## config.mk

```make
export PLATFORM = sky130hd
export DESIGN_NAME = mailbox_shm
export DESIGN_NICKNAME = d
export VERILOG_FILES = /design/src/rtl/mbx_pkg.sv /design/src/rtl/mbx_own_fsm.sv /design/src/rtl/mbx_store.sv /design/src/rtl/mbx_rd_port.sv /design/src/rtl/mailbox_shm.sv
export SDC_FILE = /design/constraint.sdc
export NUM_CORES = 1
export LEC_CHECK = 0
export BUFFER_PORTS_ARGS = -buffer_cell sky130_fd_sc_hd__buf_2
export CORE_MARGIN = 4
export CORE_UTILIZATION = 44
export CTS_CLUSTER_DIAMETER = 40
export CTS_CLUSTER_SIZE = 40
export DETAILED_ROUTE_END_ITERATION = 6
export HOLD_SLACK_MARGIN = 0.05
export SETUP_SLACK_MARGIN = 0.02
export SYNTH_ARGS = -nofsm -noshare
export SYNTH_HDL_FRONTEND = slang
export SYNTH_HIERARCHICAL = 1
export SYNTH_SLANG_ARGS = --single-unit
```

## constraint.sdc

```tcl
create_clock -name clk -period 2.4 [get_ports clk]
set_input_delay 0.48 -clock clk [delete_from_list [all_inputs] [get_ports clk]]
set_output_delay 0.48 -clock clk [all_outputs]
set_load 0.005 [all_outputs]
```

## src/rtl/mbx_pkg.sv

```systemverilog
package mbx_pkg;

    // Ownership states of the mailbox window.
    typedef enum logic [1:0] {
        S_REQ_OWNS = 2'd0,
        S_RSP_OWNS = 2'd1,
        S_FN_RESET = 2'd2
    } own_state_e;

    // Header field positions used by the agents (only the owner bit is
    // decoded in hardware, and it is always the top bit of the dword).
    localparam int unsigned HDR_KIND_LSB   = 0;
    localparam int unsigned HDR_VER_LSB    = 3;
    localparam int unsigned HDR_DIR_BIT    = 7;
    localparam int unsigned HDR_STATUS_LSB = 8;
    localparam int unsigned HDR_RSTREQ_BIT = 24;

endpackage

```

## src/rtl/mbx_own_fsm.sv

```systemverilog
module mbx_own_fsm
    import mbx_pkg::*;
(
    input  logic       clk,
    input  logic       rst_n,
    input  logic       func_reset,
    input  logic       handover,
    input  logic       release_req,
    output own_state_e state,
    output logic       owner,
    output logic       in_reset,
    output logic       req_may_write,
    output logic       rsp_may_write
);

    own_state_e state_q;
    own_state_e state_d;

    // State register.
    always_ff @(posedge clk or negedge rst_n) begin
        if (!rst_n) begin
            state_q <= S_REQ_OWNS;
        end else begin
            state_q <= state_d;
        end
    end

    // Next-state logic.
    always_comb begin
        state_d = state_q;
        unique case (state_q)
            S_REQ_OWNS: begin
                if (func_reset) begin
                    state_d = S_FN_RESET;      // FN_ENTER
                end else if (handover) begin
                    state_d = S_RSP_OWNS;      // HANDOVER
                end
            end
            S_RSP_OWNS: begin
                if (func_reset) begin
                    state_d = S_FN_RESET;      // FN_ENTER
                end else if (release_req) begin
                    state_d = S_REQ_OWNS;      // RELEASE
                end
            end
            S_FN_RESET: begin
                if (!func_reset) begin
                    state_d = S_REQ_OWNS;      // FN_EXIT
                end
            end
            default: state_d = S_FN_RESET;
        endcase
    end

    // Outputs.
    always_comb begin
        state         = state_q;
        owner         = (state_q == S_RSP_OWNS);
        in_reset      = func_reset || (state_q == S_FN_RESET);
        req_may_write = (state_q == S_REQ_OWNS) && !func_reset;
        rsp_may_write = (state_q == S_RSP_OWNS) && !func_reset;
    end

endmodule

```

## src/rtl/mbx_store.sv

```systemverilog
module mbx_store #(
    parameter int unsigned NUM_DW = 8,
    parameter int unsigned DW     = 32,
    localparam int unsigned IDX_W = $clog2(NUM_DW)
) (
    input  logic                 clk,
    input  logic                 rst_n,
    input  logic                 clr,
    input  logic                 wr_en,
    input  logic [IDX_W-1:0]     wr_idx,
    input  logic [DW-1:0]        wr_data,
    output logic [NUM_DW*DW-1:0] win_flat
);

    for (genvar g = 0; g < NUM_DW; g++) begin : g_dw
        logic [DW-1:0] dw_q;

        always_ff @(posedge clk or negedge rst_n) begin
            if (!rst_n) begin
                dw_q <= '0;
            end else if (clr) begin
                dw_q <= '0;
            end else if (wr_en && (wr_idx == IDX_W'(g))) begin
                dw_q <= wr_data;
            end
        end

        assign win_flat[g*DW +: DW] = dw_q;
    end

endmodule

```

## src/rtl/mbx_rd_port.sv

```systemverilog
module mbx_rd_port #(
    parameter int unsigned NUM_DW = 8,
    parameter int unsigned DW     = 32,
    localparam int unsigned IDX_W = $clog2(NUM_DW),
    localparam int unsigned HDR_IDX = NUM_DW - 1
) (
    input  logic [NUM_DW*DW-1:0] win_flat,
    input  logic [IDX_W-1:0]     rd_idx,
    input  logic                 owner,
    input  logic                 in_reset,
    output logic [DW-1:0]        rd_data
);

    logic [DW-1:0] dw_arr [NUM_DW];

    for (genvar g = 0; g < NUM_DW; g++) begin : g_unpack
        assign dw_arr[g] = win_flat[g*DW +: DW];
    end

    always_comb begin
        rd_data = dw_arr[rd_idx];
        if (rd_idx == IDX_W'(HDR_IDX)) begin
            rd_data[DW-1] = owner;
        end
        if (in_reset) begin
            rd_data = '1;
        end
    end

endmodule

```

## src/rtl/mailbox_shm.sv

```systemverilog
module mailbox_shm
    import mbx_pkg::*;
#(
    parameter int unsigned NUM_DW = 8,
    parameter int unsigned DW     = 32,
    localparam int unsigned IDX_W = $clog2(NUM_DW)
) (
    input  logic             clk,
    input  logic             rst_n,
    input  logic             func_reset,
    input  logic             req_wr_en,
    input  logic [IDX_W-1:0] req_wr_idx,
    input  logic [DW-1:0]    req_wr_data,
    input  logic [IDX_W-1:0] req_rd_idx,
    output logic [DW-1:0]    req_rd_data,
    input  logic             rsp_wr_en,
    input  logic [DW-1:0]    rsp_wr_data,
    input  logic [IDX_W-1:0] rsp_rd_idx,
    output logic [DW-1:0]    rsp_rd_data,
    output logic             rsp_owns
);

    localparam int unsigned HDR_IDX = NUM_DW - 1;
    localparam int unsigned OWN_BIT = DW - 1;

    own_state_e            state;
    logic                  owner;
    logic                  in_reset;
    logic                  req_may_write;
    logic                  rsp_may_write;
    logic                  req_acc;
    logic                  rsp_acc;
    logic                  handover;
    logic                  release_req;
    logic                  st_wr_en;
    logic [IDX_W-1:0]      st_wr_idx;
    logic [DW-1:0]         st_wr_data;
    logic [NUM_DW*DW-1:0]  win_flat;

    // Write arbitration: only the current owner's write is accepted.
    always_comb begin
        req_acc     = req_wr_en && req_may_write;
        rsp_acc     = rsp_wr_en && rsp_may_write;
        handover    = req_acc && (req_wr_idx == IDX_W'(HDR_IDX));
        release_req = rsp_acc && !rsp_wr_data[OWN_BIT];
        st_wr_en    = req_acc || rsp_acc;
        st_wr_idx   = rsp_acc ? IDX_W'(HDR_IDX) : req_wr_idx;
        st_wr_data  = rsp_acc ? rsp_wr_data : req_wr_data;
    end

    mbx_own_fsm u_fsm (
        .clk           (clk),
        .rst_n         (rst_n),
        .func_reset    (func_reset),
        .handover      (handover),
        .release_req   (release_req),
        .state         (state),
        .owner         (owner),
        .in_reset      (in_reset),
        .req_may_write (req_may_write),
        .rsp_may_write (rsp_may_write)
    );

    mbx_store #(.NUM_DW(NUM_DW), .DW(DW)) u_store (
        .clk      (clk),
        .rst_n    (rst_n),
        .clr      (func_reset),
        .wr_en    (st_wr_en),
        .wr_idx   (st_wr_idx),
        .wr_data  (st_wr_data),
        .win_flat (win_flat)
    );

    mbx_rd_port #(.NUM_DW(NUM_DW), .DW(DW)) u_rd_req (
        .win_flat (win_flat),
        .rd_idx   (req_rd_idx),
        .owner    (owner),
        .in_reset (in_reset),
        .rd_data  (req_rd_data)
    );

    mbx_rd_port #(.NUM_DW(NUM_DW), .DW(DW)) u_rd_rsp (
        .win_flat (win_flat),
        .rd_idx   (rsp_rd_idx),
        .owner    (owner),
        .in_reset (in_reset),
        .rd_data  (rsp_rd_data)
    );

    assign rsp_owns = owner;

endmodule

```

==> impl_summary.md <==
Place
The post-place setup slack is 0.1107 ns. At the end of routability-driven placement, the weighted congestion stood at 0.7566. The placed instances occupy a cell area of 17780 um^2.

Once detailed placement completed, the half-perimeter wirelength came to 27.41 mm. The count of buffers inserted at the top-level ports is 142.

Global route
The first global-routing pass estimated 75.33 mm of wire. For met1 alone, demand over resource in global routing was 32.19%. The total global-route track usage is 23.35%. Entering global routing, the biggest net connects 248 pins. The number of global-route vias before repair is 12590. The met3 usage in global routing is 3.257%. The global routing stage identified its most utilized layer as met2. The initial antenna violation count was 0. The met2 track utilization from global routing is 38.29%. The remaining global-route overflow is 0.

Clock tree
The maximum clock path buffer count is 3. Clock tree synthesis inserted a total of 51 buffers. The post-CTS clock slew at the launch and capture registers of the worst setup and hold paths is 0.05 ns. Clock latency on the worst-skew pair, taken at its later pin, is 0.55 ns.

The number of H-tree levels is 2. The tree is rooted in a sky130_fd_sc_hd__clkbuf_16. TritonCTS built the clock tree. The count of clock tree sinks is 257.

Layout
The number of antenna diodes in the final layout is 0. The library cells used most frequently in the layout, excluding fill and tap cells, are 511 x sky130_fd_sc_hd__mux2i_1, 292 x sky130_fd_sc_hd__nand2b_1, 256 x sky130_fd_sc_hd__dfrtp_1, 138 x sky130_fd_sc_hd__buf_2, 128 x sky130_fd_sc_hd__a22oi_1. The finished cells cover 19760 um^2. Of the cells placed in the final design, the portion with a size suffix greater than 1 is 21.24%. In the final design database the tool counted 1648 nets. The final standard cell utilization of the core is 53.59%. The most frequent standard cell in the layout excluding fill and tap cells is sky130_fd_sc_hd__mux2i_1. The signed area change from the synthesized netlist to the final layout is 19.21%.

Synth
The cell area after synthesis is 16580 um^2. The total nets after synthesis is 1557. During synthesis, Yosys emitted a total of 6 warnings. Synthesis produced 1479 cells.

Each instance of the synthesized netlist takes up on average 11.21 um^2.

Die
The die is 202.1 um wide. The initial standard-cell utilization of the core is 44.96%. The die covers 40840 um^2. The region available for standard cell placement spans 36870 um^2. 143 I/O pins were placed.

The height of the die is 202.1 um. The floorplan has 70 rows.

Hold path
The tightest min-delay check is of the in2reg type.

Route
The count of nets left with antenna violations once routing finished came out at 0. In this run, the number of DRC markers left after iteration 0 of detailed routing was 889. The wire length after detailed routing is 48.80 mm.

The routed length per placed instance is 23.09 um. The number of iterations in the first detailed-routing pass is 5. Dividing the detail-routed via count by the number of cells gives 5.648. The final routed DRC violation total is 0. For this block, the via count after detailed routing is 11940.

Setup path
STA classifies the critical path endpoint as an output port. At the worst endpoint, the required time is 1.92 ns. In this design, the stage delay of the slowest critical-path cell is 0.43 ns. The cell type of the slowest stage on the worst timing path is sky130_fd_sc_hd__dfrtp_2.

The critical path is of the reg2out type. Walking the worst path, the cells encountered are a21o_4 > buf_16 > a21o_1 > buf_2. The highest fanout seen on the critical path is 16. Data on the critical path arrives at its endpoint at 1.84 ns. The number of buffers and inverters on the critical path is 2. The worst setup path is launched from a flop.

The largest delay contributor family on the critical path is compound AO/OA/AOI/OAI gates.

Power and ir drop
For this design the ratio of total power to cell area is 680.8 nW/um^2. The static leakage is 10.38 nW. The worst-case vdd ir drop is 491.1 uV. The power consumption is 13.45 mW.

STA
The worst slew margin relative to its limit is 38.51%. The setup slack of the critical path after layout is 0.08161 ns. The number of hold violations in the final report came to 0. Static timing analysis puts the maximum clock frequency at 431.3 MHz. The summed negative setup slack over all endpoints is 0 ns. On the final layout, the worst clock skew is 0.01523 ns. The minimum period implied by the final worst setup slack is 2.318 ns. The total setup violations reported at the end of the flow is 0. Setup repair after global routing could not meet its margin everywhere. The count of final max-slew check failures is 0. After layout, the worst path uses 96.60% of the clock period. The transition time at the pin with the least slew margin is 0.9224 ns.

Run
Max-cap violations in this run came to 0.

Outcome
The flow ran to the end, and the final reports show no timing, DRC or antenna violations.
-- path summary, 6_finish.rpt --
path / start / endpoint / slack (ns) / depth (start not counted)
setup / recovery: u_fsm/state[1] / req_rd_data[31] / 0.08 / 4
min in group asynchronous: rst_n / u_store/g_dw[7].dw_q[4] / 0.48 / 2
max in group asynchronous: rst_n / u_store/g_dw[4].dw_q[18] / 1.24 / 3
setup reg to reg: u_fsm/state[1] / u_store/g_dw[0].dw_q[13] / 0.16 / 7
hold / removal: req_wr_idx[1] / u_fsm/state[0] / 0.37 / 5
hold reg to reg: u_store/g_dw[0].dw_q[27] / u_store/g_dw[0].dw_q[27] / 0.56 / 2
-- through the flow --
step,hold slack [ns],cells
after global placement,0.4676,2016
final,0.3658,2114
after CTS,0.2941,2113
after detailed placement,0.4687,2016
after global routing,0.3483,2114
after floorplan,0.1844,1479
-- registers in the layout, summed over array words and instances (netlist names) --
name               cells
u_store/g_dw.dw_q    255
u_fsm/state            2
-- layout make-up --
cell class	count	area, um^2
clock buffer	63	1424
clock inverter	30	436.7
fill	3236	17110
inverter	1	3.754
multi-input combinational	1057	9181
sequential	257	6432
tap	504	630.6
timing repair buffer	202	1653
-- worst register-to-register path: stages (launching register included) --
cell and delay (ns):
sky130_fd_sc_hd__dfrtp_2 0.43, sky130_fd_sc_hd__buf_4 0.16, sky130_fd_sc_hd__nor3_1 0.26, sky130_fd_sc_hd__nand2_4 0.12, sky130_fd_sc_hd__nand2_1 0.26, sky130_fd_sc_hd__nor4b_2 0.37
sky130_fd_sc_hd__buf_12 0.30, sky130_fd_sc_hd__mux2i_1 0.25
-- where the power goes --
group	leakage [nW]	switching, mW	internal (mW)
sequential	3.58	0.0269	4.38
combinational	5.89	0.763	0.578
clock	0.907	2.44	5.27
total	10.4	3.23	10.2
-- per-layer routing --
metal,vias to the layer above,routed length [um]
met1,6052,22310
met2,325,23130
met4,0,1418
met3,101,1940
met5,-,0
li1,5462,-
-- what timing repair did --
item	4_1_cts	5_1_grt
hold buffers	1	0
gates resized for setup	9	1
gates cloned	2	0
endpoints found under the hold margin	52	0
endpoints found under the setup margin	19	32
pin swaps	1	4
buffers inserted	1	1
(Power assumes the default switching activity.)
